File: src/rtl/uart_rx_pkg.sv
package uart_rx_pkg;
  localparam int OSR     = 4;
  localparam int PH_W    = $clog2(OSR);
  localparam int DATA_W  = 8;
  localparam int FRAME_N = DATA_W + 2;

  typedef enum logic {RX_IDLE, RX_BUSY} rx_state_t;

  // Tick position at which a bit is sampled, given the position at the start edge.
  function automatic logic [PH_W-1:0] sample_phase(input logic [PH_W-1:0] edge_ph);
    return edge_ph + PH_W'(OSR / 2);
  endfunction

  // Start bit must be low and stop bit high.
  function automatic logic framing_ok(input logic start_b, input logic stop_b);
    return (start_b == 1'b0) && (stop_b == 1'b1);
  endfunction
endpackage

File: src/rtl/uart_rx_sync.sv
module uart_rx_sync #(
  parameter int STAGES = 2
) (
  input  logic clk,
  input  logic rst_n,
  input  logic async_in,
  output logic sync_out
);
  logic [STAGES-1:0] chain;

  always_ff @(posedge clk or negedge rst_n) begin
    if (!rst_n) chain <= '1;
    else        chain <= {chain[STAGES-2:0], async_in};
  end

  assign sync_out = chain[STAGES-1];
endmodule

File: src/rtl/uart_rx_framer.sv
module uart_rx_framer
  import uart_rx_pkg::*;
(
  input  logic              clk,
  input  logic              rst_n,
  input  logic              os_tick,
  input  logic              line_s,
  output logic              char_done,
  output logic [DATA_W-1:0] char_byte,
  output logic              char_ok
);
  localparam int IDX_W = $clog2(FRAME_N + 1);

  rx_state_t          state;
  logic [PH_W-1:0]    tick_ph;
  logic [PH_W-1:0]    edge_ph;
  logic [IDX_W-1:0]   bit_idx;
  logic [FRAME_N-1:0] shreg;
  logic               line_d;
  logic               done_q;

  // Named internal events for the assertions.
  logic start_edge;
  logic sample_en;
  logic last_bit;

  assign start_edge = (state == RX_IDLE) && line_d && !line_s;
  assign sample_en  = (state == RX_BUSY) && os_tick && (tick_ph == sample_phase(edge_ph));
  assign last_bit   = sample_en && (bit_idx == IDX_W'(FRAME_N - 1));

  always_ff @(posedge clk or negedge rst_n) begin
    if (!rst_n) begin
      state   <= RX_IDLE;
      tick_ph <= '0;
      edge_ph <= '0;
      bit_idx <= '0;
      shreg   <= '0;
      line_d  <= 1'b1;
      done_q  <= 1'b0;
    end else begin
      line_d <= line_s;
      done_q <= last_bit;
      if (os_tick) tick_ph <= tick_ph + 1'b1;
      if (start_edge) begin
        state   <= RX_BUSY;
        edge_ph <= tick_ph;
        bit_idx <= '0;
      end else if (sample_en) begin
        shreg   <= {line_s, shreg[FRAME_N-1:1]};
        bit_idx <= bit_idx + 1'b1;
        if (last_bit) state <= RX_IDLE;
      end
    end
  end

  assign char_done = done_q;
  assign char_byte = shreg[FRAME_N-2:1];
  assign char_ok   = framing_ok(shreg[0], shreg[FRAME_N-1]);

  // the latched tick position holds for the whole character.
  a_r3_phase_held: assert property (@(posedge clk) disable iff (!rst_n)
    (state == RX_BUSY) && $past(state == RX_BUSY) |-> $stable(edge_ph));
  // idle again once the stop bit is sampled.
  a_r2_idle_after_stop: assert property (@(posedge clk) disable iff (!rst_n)
    char_done |-> state == RX_IDLE);
  // while busy, a falling line never restarts the character.
  a_r2_no_restart: assert property (@(posedge clk) disable iff (!rst_n)
    (state == RX_BUSY) && !sample_en |=> $stable(bit_idx));
endmodule

File: src/rtl/uart_rx_fifo.sv
module uart_rx_fifo #(
  parameter int DW    = 8,
  parameter int DEPTH = 4
) (
  input  logic          clk,
  input  logic          rst_n,
  input  logic          push_req,
  input  logic [DW-1:0] push_data,
  input  logic          pop_req,
  output logic [DW-1:0] head,
  output logic          empty,
  output logic          full,
  output logic          full_m1,
  output logic          overflow
);
  localparam int AW = $clog2(DEPTH);
  localparam int CW = $clog2(DEPTH + 1);

  logic [DW-1:0] mem [DEPTH];
  logic [AW-1:0] wptr, rptr;
  logic [CW-1:0] cnt;
  logic          do_push, do_pop;

  assign empty    = (cnt == '0);
  assign full     = (cnt == CW'(DEPTH));
  assign full_m1  = (cnt == CW'(DEPTH - 1));
  assign do_push  = push_req && !full;
  assign do_pop   = pop_req && !empty;
  assign overflow = push_req && full;
  assign head     = mem[rptr];

  function automatic logic [AW-1:0] ptr_next(input logic [AW-1:0] p);
    return (p == AW'(DEPTH - 1)) ? '0 : p + 1'b1;
  endfunction

  always_ff @(posedge clk or negedge rst_n) begin
    if (!rst_n) begin
      wptr <= '0;
      rptr <= '0;
      cnt  <= '0;
    end else begin
      if (do_push) wptr <= ptr_next(wptr);
      if (do_pop)  rptr <= ptr_next(rptr);
      if (do_push && !do_pop)      cnt <= cnt + 1'b1;
      else if (do_pop && !do_push) cnt <= cnt - 1'b1;
    end
  end

  generate
    for (genvar i = 0; i < DEPTH; i++) begin : g_slot
      always_ff @(posedge clk) begin
        if (do_push && wptr == AW'(i)) mem[i] <= push_data;
      end
    end
  endgenerate

  // full and full-minus-one are never both set.
  a_r8_flags_exclusive: assert property (@(posedge clk) disable iff (!rst_n)
    !(full && full_m1));
  // a stored byte clears empty.
  a_r7_push_clears_empty: assert property (@(posedge clk) disable iff (!rst_n)
    push_req && !overflow |=> !empty);
  // a dropped byte leaves the queue full and the head unchanged.
  a_r9_overflow_keeps: assert property (@(posedge clk) disable iff (!rst_n)
    overflow && !pop_req |=> full && $stable(head));
  // popping an empty queue leaves it empty.
  a_r10_pop_empty: assert property (@(posedge clk) disable iff (!rst_n)
    empty && pop_req && !push_req |=> empty);
endmodule

File: src/rtl/uart_os_rx.sv
module uart_os_rx
  import uart_rx_pkg::*;
#(
  parameter int SYNC_STAGES = 2,
  parameter int Q_DEPTH     = 4
) (
  input  logic              clk,
  input  logic              rst_n,
  input  logic              os_tick,
  input  logic              rx_line,
  input  logic              q_pop,
  output logic [DATA_W-1:0] q_data,
  output logic              q_empty,
  output logic              q_full,
  output logic              q_full_m1,
  output logic              ovf_evt,
  output logic              frm_err_evt
);
  logic              line_s;
  logic              char_done;
  logic              char_ok;
  logic [DATA_W-1:0] char_byte;

  uart_rx_sync #(.STAGES(SYNC_STAGES)) u_sync (
    .clk(clk), .rst_n(rst_n), .async_in(rx_line), .sync_out(line_s));

  uart_rx_framer u_framer (
    .clk(clk), .rst_n(rst_n), .os_tick(os_tick), .line_s(line_s),
    .char_done(char_done), .char_byte(char_byte), .char_ok(char_ok));

  uart_rx_fifo #(.DW(DATA_W), .DEPTH(Q_DEPTH)) u_fifo (
    .clk(clk), .rst_n(rst_n), .push_req(char_done), .push_data(char_byte),
    .pop_req(q_pop), .head(q_data), .empty(q_empty), .full(q_full),
    .full_m1(q_full_m1), .overflow(ovf_evt));

  assign frm_err_evt = char_done && !char_ok;

  // framing and overflow events are single-clock pulses.
  a_r5_ferr_pulse: assert property (@(posedge clk) disable iff (!rst_n)
    frm_err_evt |=> !frm_err_evt);
  // overflow event is a single-clock pulse.
  a_r9_ovf_pulse: assert property (@(posedge clk) disable iff (!rst_n)
    ovf_evt |=> !ovf_evt);
endmodule

File: config.mk
export PLATFORM = sky130hd
export DESIGN_NAME = uart_os_rx
export DESIGN_NICKNAME = d
export VERILOG_FILES = /design/src/rtl/uart_rx_pkg.sv /design/src/rtl/uart_rx_sync.sv /design/src/rtl/uart_rx_framer.sv /design/src/rtl/uart_rx_fifo.sv /design/src/rtl/uart_os_rx.sv
export SDC_FILE = /design/constraint.sdc
export NUM_CORES = 1
export LEC_CHECK = 0
export BUFFER_PORTS_ARGS = -buffer_cell sky130_fd_sc_hd__buf_2
export CAP_MARGIN = 10
export CORE_MARGIN = 1.5
export CORE_UTILIZATION = 44
export DETAILED_ROUTE_END_ITERATION = 7
export SETUP_SLACK_MARGIN = 0.15
export SLEW_MARGIN = 15
export SYNTH_ARGS = -nofsm -noshare
export SYNTH_HDL_FRONTEND = slang
export SYNTH_SLANG_ARGS = --single-unit
File: constraint.sdc
create_clock -name clk -period 2.4 [get_ports clk]
set_input_delay 0.48 -clock clk [delete_from_list [all_inputs] [get_ports clk]]
set_output_delay 0.48 -clock clk [all_outputs]
set_load 0.01 [all_outputs]
# Word level (Yosys, flattened, before mapping)
# Memory sizes are Yosys's and may differ from the RTL's.
# Index checks and enable logic that the tools add are counted.
[word_totals] ram_bits=32 romBits=0 register_bits=30 output_inout_bits=13 mem_count=1 latchBits=0
[op_classes] n_div=0 shifts=0 addsub=7 n_eq_ne=8 muxes=26 n_bitwise=3 n_lt_le_gt_ge=0 reduce_logical=32 n_mul=0
[memory_table] memory="u_fifo.mem" depth=4 word_bits=8 read_ports=1 rd_clocked_by_memory_dff=0 write_ports=1 line="uart_rx_fifo.sv:19" text="logic [DW-1:0] mem [DEPTH];"
[ops] op="$mux 8" n=3
[ops] op="$reduce_or 8->1" n=3
[ops] op="$logic_and 1x1->1" n=16
[ops] op="$mux 1" n=14
[ops] op="$mux 2" n=5
[ops] op="$mux 4" n=2
[ops] op="$add 2x1->2 const B" n=3
[ops] op="$eq 2x2->1 const B" n=3
[ops] op="$logic_not 1->1" n=6
[ops] op="$mux 3" n=2
[ops] op="$reduce_bool 2->1" n=3
[ops] op="$add 4x1->4 const B" n=1
[ops] op="$eq 4x4->1 const B" n=1
[ops] op="$reduce_and 2->1" n=2
[ops] op="$add 3x1->3 const B" n=1
[ops] op="$eq 3x2->1 const B" n=1
[ops] op="$eq 3x3->1 const B" n=1
[ops] op="$logic_not 3->1" n=1
[ops] op="$not 1->1" n=3
[ops] op="$sub 3x1->3 const B" n=1
[ops] op="$add 2x2->2 const B" n=1
[ops] op="$eq 2x1->1 const B" n=1
[ops] op="$eq 2x2->1" n=1
[ops] op="$logic_not 2->1" n=1

# Depth between registers and ports, before layout
[depth] word_depth=10 ltp_mapped=9

# Hierarchy
# A second synthesis with hierarchy kept.
[unflattened] hier_cells=161 hier_area_um2=2677.6
[by_module_without_submodules] module="uart_rx_fifo" instances=1 area_each_um2=1607.8 cells_each=82 seq_area_each_um2=1136.1
[by_module_without_submodules] module="uart_rx_framer" instances=1 area_each_um2=1003.5 cells_each=76 seq_area_each_um2=526.8
[by_module_without_submodules] module="uart_rx_sync" instances=1 area_each_um2=52.6 cells_each=2 seq_area_each_um2=52.6
[by_module_without_submodules] module="uart_os_rx" instances=1 area_each_um2=13.8 cells_each=1 seq_area_each_um2=0.0

# Least setup slack after synthesis
# No wires, ideal clock.
[synth_path] path_type="reg-to-reg" startpoint="register u_fifo.cnt[0]" endpoint="register u_fifo.cnt[1]" path_slack_ps=241 arrival_time_ps=2034 synth_period_minus_slack_ps=2159 path_buffers=1 stages_incl_launch_ff=8 path_cell_list="dfrtp_1 -> nor3b_1 -> nor2b_1 -> clkbuf_1 -> ha_1 -> inv_1 -> fa_1 -> mux2_2"
[synth_via] elab_chain_cells=6 elab_cells_between_ends=15 classes_between="add/sub (2); eq/ne (1); mux (2); reduce/logical (10)"
[synth_rtl] element="start: declaration" line="uart_rx_fifo.sv:21" text="logic [CW-1:0] cnt;"
[synth_rtl] element="start signal: assignment" line="uart_rx_fifo.sv:44" text="if (do_push && !do_pop) cnt <= cnt + 1'b1;"
[synth_rtl] element="start signal: assignment" line="uart_rx_fifo.sv:45" text="else if (do_pop && !do_push) cnt <= cnt - 1'b1;"
[synth_rtl] element="$eq 3x3->1 *" line="uart_rx_fifo.sv:25" text="assign full = (cnt == CW'(DEPTH));"
[synth_rtl] element="named net q_full" line="uart_os_rx.sv:14" text="output logic q_full,"
[synth_rtl] element="$logic_not 1->1 *" line="uart_rx_fifo.sv:27" text="assign do_push = push_req && !full;"
[synth_rtl] element="$logic_and 1x1->1 *" line="uart_rx_fifo.sv:27"
[synth_rtl] element="named net u_fifo.do_push" line="uart_rx_fifo.sv:22" text="logic do_push, do_pop;"
[synth_rtl] element="$logic_not 1->1" line="uart_rx_fifo.sv:45"
[synth_rtl] element="$logic_and 1x1->1" line="uart_rx_fifo.sv:45"
[synth_rtl] element="$reduce_bool 2->1 (no source line)"
# The timed path passes the listed nets; every way through them passes the cells marked *. The select of a mux whose other input is x is not followed.
# A chain may end at the register's enable or synchronous reset.

# Worst setup path in the final report
[layout_path] startpoint="register u_fifo.cnt[0]" endpoint="register u_fifo.cnt[2]"
[layout_via] elab_chain_cells=6 elab_cells_between_ends=15 classes_between="add/sub (2); eq/ne (1); mux (2); reduce/logical (10)"
[layout_rtl] element="branches (longest 6 deep; another with $sub 3x1->3)"
# Several ways; the timed one is not identified. The select of a mux whose other input is x is not followed.

==> summary.md <==
| Metric | Value |
|---|---|
| Die ar. | 6310 µm² |
| Type of the worst setup path | flop to flop |
| Critical Path RT | 2.65 ns |
| Vias | 1286 |
| Antenna violations before repair | 0 |
| Setup TNS Final | 0 ns |
| Flip-flop and latch count after synthesis | 62 |
| Largest net degree at the start of global routing | 31 |
| Final number of hold-violating endpoints | 0 |
| Number of DRC markers in iteration 0 | 56 |
| Core Region | 5570 µm² |
| Critical Path End Type | flop |
| Count of input and output buffers | 17 |
| Period Utilization, post-route | 86.4% |
| Largest clock skew in the final design | 0.00787 ns |
| Worst r2r src | u_fifo.cnt[0] |
| Reg-to-reg setup timing slack | 0.33 ns |
| Peak per-stage delay on the critical path | 0.46 ns |
| Finished layout cell area | 2910 µm² |
| Area share of the largest cell type after synthesis | 37.4% |
| Total number of nets in the final design | 191 |
| Setup Buffers After CTS | 0 |
| Crit start category | flop |
| Aggregate routed wire length | 3920 µm |
| Biggest area consumer among synthesized cells | sky130_fd_sc_hd__edfxtp_1 |
| Crit-path slowest cell | sky130_fd_sc_hd__dfrtp_1 |
| Static Leakage | 1.20 nW |
| Total global routing track utilization | 14.8% |
| Relative slew slack | 55.5% |
| Distinct cell type count of the synthesized netlist | 33 |
| Wire length of the first global-routing pass | 6540 µm |
| CP cell instances | o31ai_1 > ha_1 > inv_1 > fa_1 > xor2_1 > nor2_1 > xor2_1 |
| Most frequent cells in the layout | 32 x sky130_fd_sc_hd__edfxtp_1, 27 x sky130_fd_sc_hd__dfrtp_1, 17 x sky130_fd_sc_hd__buf_2 |
| Worst hold slack across all endpoints | 0.179 ns |
| Maximum Capacitance Violations | 0 |
| Average wire per standard cell | 15.4 µm |
| Capture instance of the worst register-to-register path | u_fifo.cnt[2] |
| CTS Buffer Depth | 2 |
| Resize count post-CTS | 0 |
| Standard-cell rows | 27 |
| Count of antenna diodes in the layout | 0 |
| Classification of the worst-slack hold path | input port to asynchronous set/reset pin |
| Maximum clock frequency | 0.482 GHz |
| Period minus WS final | 2.07 ns |
| Total standard cell area after synthesis | 2570 µm² |
| Number of top-level pins | 18 |
| Vias in the first global route | 1336 |
| Most common cell after layout, fill and taps aside | sky130_fd_sc_hd__edfxtp_1 |
| GRT Residual Overflow | 0 |
| Sinks on the clock net | 62 |
| Hold buffer count at cts | 0 |
| Remaining antenna violation count after routing | 0 |
| Vertical die dimension | 79.5 µm |
| Final weighted congestion of routability-driven global placement | 0.749 |
| Root Driver | sky130_fd_sc_hd__clkbuf_8 |
| Number of H-tree levels | 3 |
| Number of failing setup endpoints in the final timing report | 0 |
| P&R area growth vs syn | 13.3% |
| Clock insertion delay at the later pin of the skew report | 0.33 ns |
| Biggest area contributors in the synthesized netlist | sky130_fd_sc_hd__edfxtp_1 37%, sky130_fd_sc_hd__dfrtp_1 26%, sky130_fd_sc_hd__mux4_2 7.0% |
| Number of clock buffers inserted by TritonCTS | 9 |
| Critical path's most frequent cell | sky130_fd_sc_hd__xor2_1 |
| DRC viols | 0 |
| Power per cell area | 1160 nW/µm² |
| RSZ-0062 raised after global routing | no |
| Synth Area per Inst | 17.1 µm² |
| Arrival time at the worst endpoint | 2.33 ns |
| Reg2Reg Depth | 7 |
| TritonCTS clock tree | built |
| Mapped Cells | 150 |
| Reg clk slew, reported paths | 0.06 ns |
| Largest vdd supply drop | 0.540 mV |
| Syn nets | 164 |
| Post-DR vias/cell | 5.06 |
| Layout cells sized above 1 | 33.5% |
| Crit-path max FO | 6 |
| Number of detailed-route iterations in the first pass | 4 |
| Half-perimeter wire length after detailed placement | 2630 µm |
| Warnings from Yosys | 0 |
| Placed Area | 2740 µm² |
| Util after Layout | 52.3% |
| Pins Over Slew Limit | 0 |
| Actual transition at the worst max-transition pin | 0.668 ns |
| Post-synthesis sequential area ratio | 66.7% |
| Status | complete, no violations |
| Effective utilization at floorplan | 46.2% |
| Die X | 79.5 µm |
[metrics by stage]
stage / total power, W / setup WS (ns) / instances
after floorplan: 0.00234 / 0.241 / 150
after global placement: 0.00253 / 0.506 / 238
after detailed placement: 0.00261 / 0.326 / 238
after CTS: 0.00344 / 0.312 / 254
after global routing: 0.00362 / 0.189 / 254
final: 0.00339 / 0.325 / 254
[cell usage after synthesis (all sizes together)]
cell and n:
a21boi 1, a21o 1, a31oi 1, and2 6, and3 2, and3b 1, buf 4, clkbuf 2
dfrtp 27, dfstp 3, edfxtp 32, fa 1, ha 8, inv 5, mux2 16, mux2i 4
mux4 8, nand2 8, nand3 1, nand4b 1, nor2 4, nor2b 2, nor3 2, nor3b 1
o31ai 1, or3b 1, xnor2 3, xor2 4
[state kept, by name (all words and copies together) (netlist names)]
register,cells
u_fifo.mem,32
u_framer.line_d,1
u_framer.shreg,10
u_fifo.cnt,3
u_framer.tick_ph,2
u_sync.chain,2
u_fifo.rptr,2
u_framer.bit_idx,4
u_framer.state,1
u_fifo.wptr,2
u_framer.edge_ph,2
u_framer.char_done,1
[worst max-delay path by stage]
stage | slack (ns) | depth (start not counted) | from | to
final | 0.33 | 7 | u_fifo.cnt[0] | u_fifo.cnt[2]
after global routing | 0.19 | 7 | u_fifo.cnt[0] | u_fifo.cnt[2]
after detailed placement | 0.33 | 7 | u_fifo.cnt[0] | u_fifo.cnt[2]
after CTS | 0.31 | 7 | u_fifo.cnt[0] | u_fifo.cnt[2]
after floorplan | 0.24 | 7 | u_fifo.cnt[0] | u_fifo.cnt[1]
after global placement | 0.51 | 7 | u_fifo.cnt[0] | u_fifo.cnt[2]
[critical path, delay by kind of cell, from the launching register on]
family | cells | cell delay, ns
fa+ha+maj | 2 | 0.63
xor+xnor | 2 | 0.34
compound gates | 1 | 0.36
flops | 1 | 0.46
simple gates | 1 | 0.14
buf+inv | 1 | 0.06
[power breakdown]
group	leakage [nW]	total (W)	internal (W)	switching (W)
clock network	0.0863	0.000836	0.000478	0.000357
registers	0.656	0.00163	0.00138	0.000250
logic	0.454	0.000930	0.000536	0.000394
total	1.20	0.00339	0.00239	0.00100
[cells by family after synthesis]
logic type                 share of synthesized area [%]
DFF                                                 66.7
and+or+nand+nor                                     6.13
muxes                                               16.4
buffers and inverters                               2.58
adders and majority gates                           4.67
xor gates and xnor gates                            2.38
AOI/OAI and AO/OA                                   1.12
[routing by layer]
layer	share of wire, %	track usage (%)	vias to the layer above
met4	2.8	10.0	0
met5	0	0	-
li1	-	-	599
met2	51	25.0	18
met3	2.6	3.43	11
met1	43	16.6	658
[cell type report]
| type | count | area (µm²) |
|---|---|---|
| Clock buffer | 14 | 143 |
| Multi-Input combinational cell | 77 | 791 |
| Inverter | 5 | 18.8 |
| Sequential cell | 62 | 1720 |
| Clock inverter | 2 | 33.8 |
| Fill cell | 465 | 2660 |
| Timing Repair Buffer | 22 | 123 |
| Tap cell | 72 | 90.1 |
No activity file was read; power rests on OpenSTA's default activity.
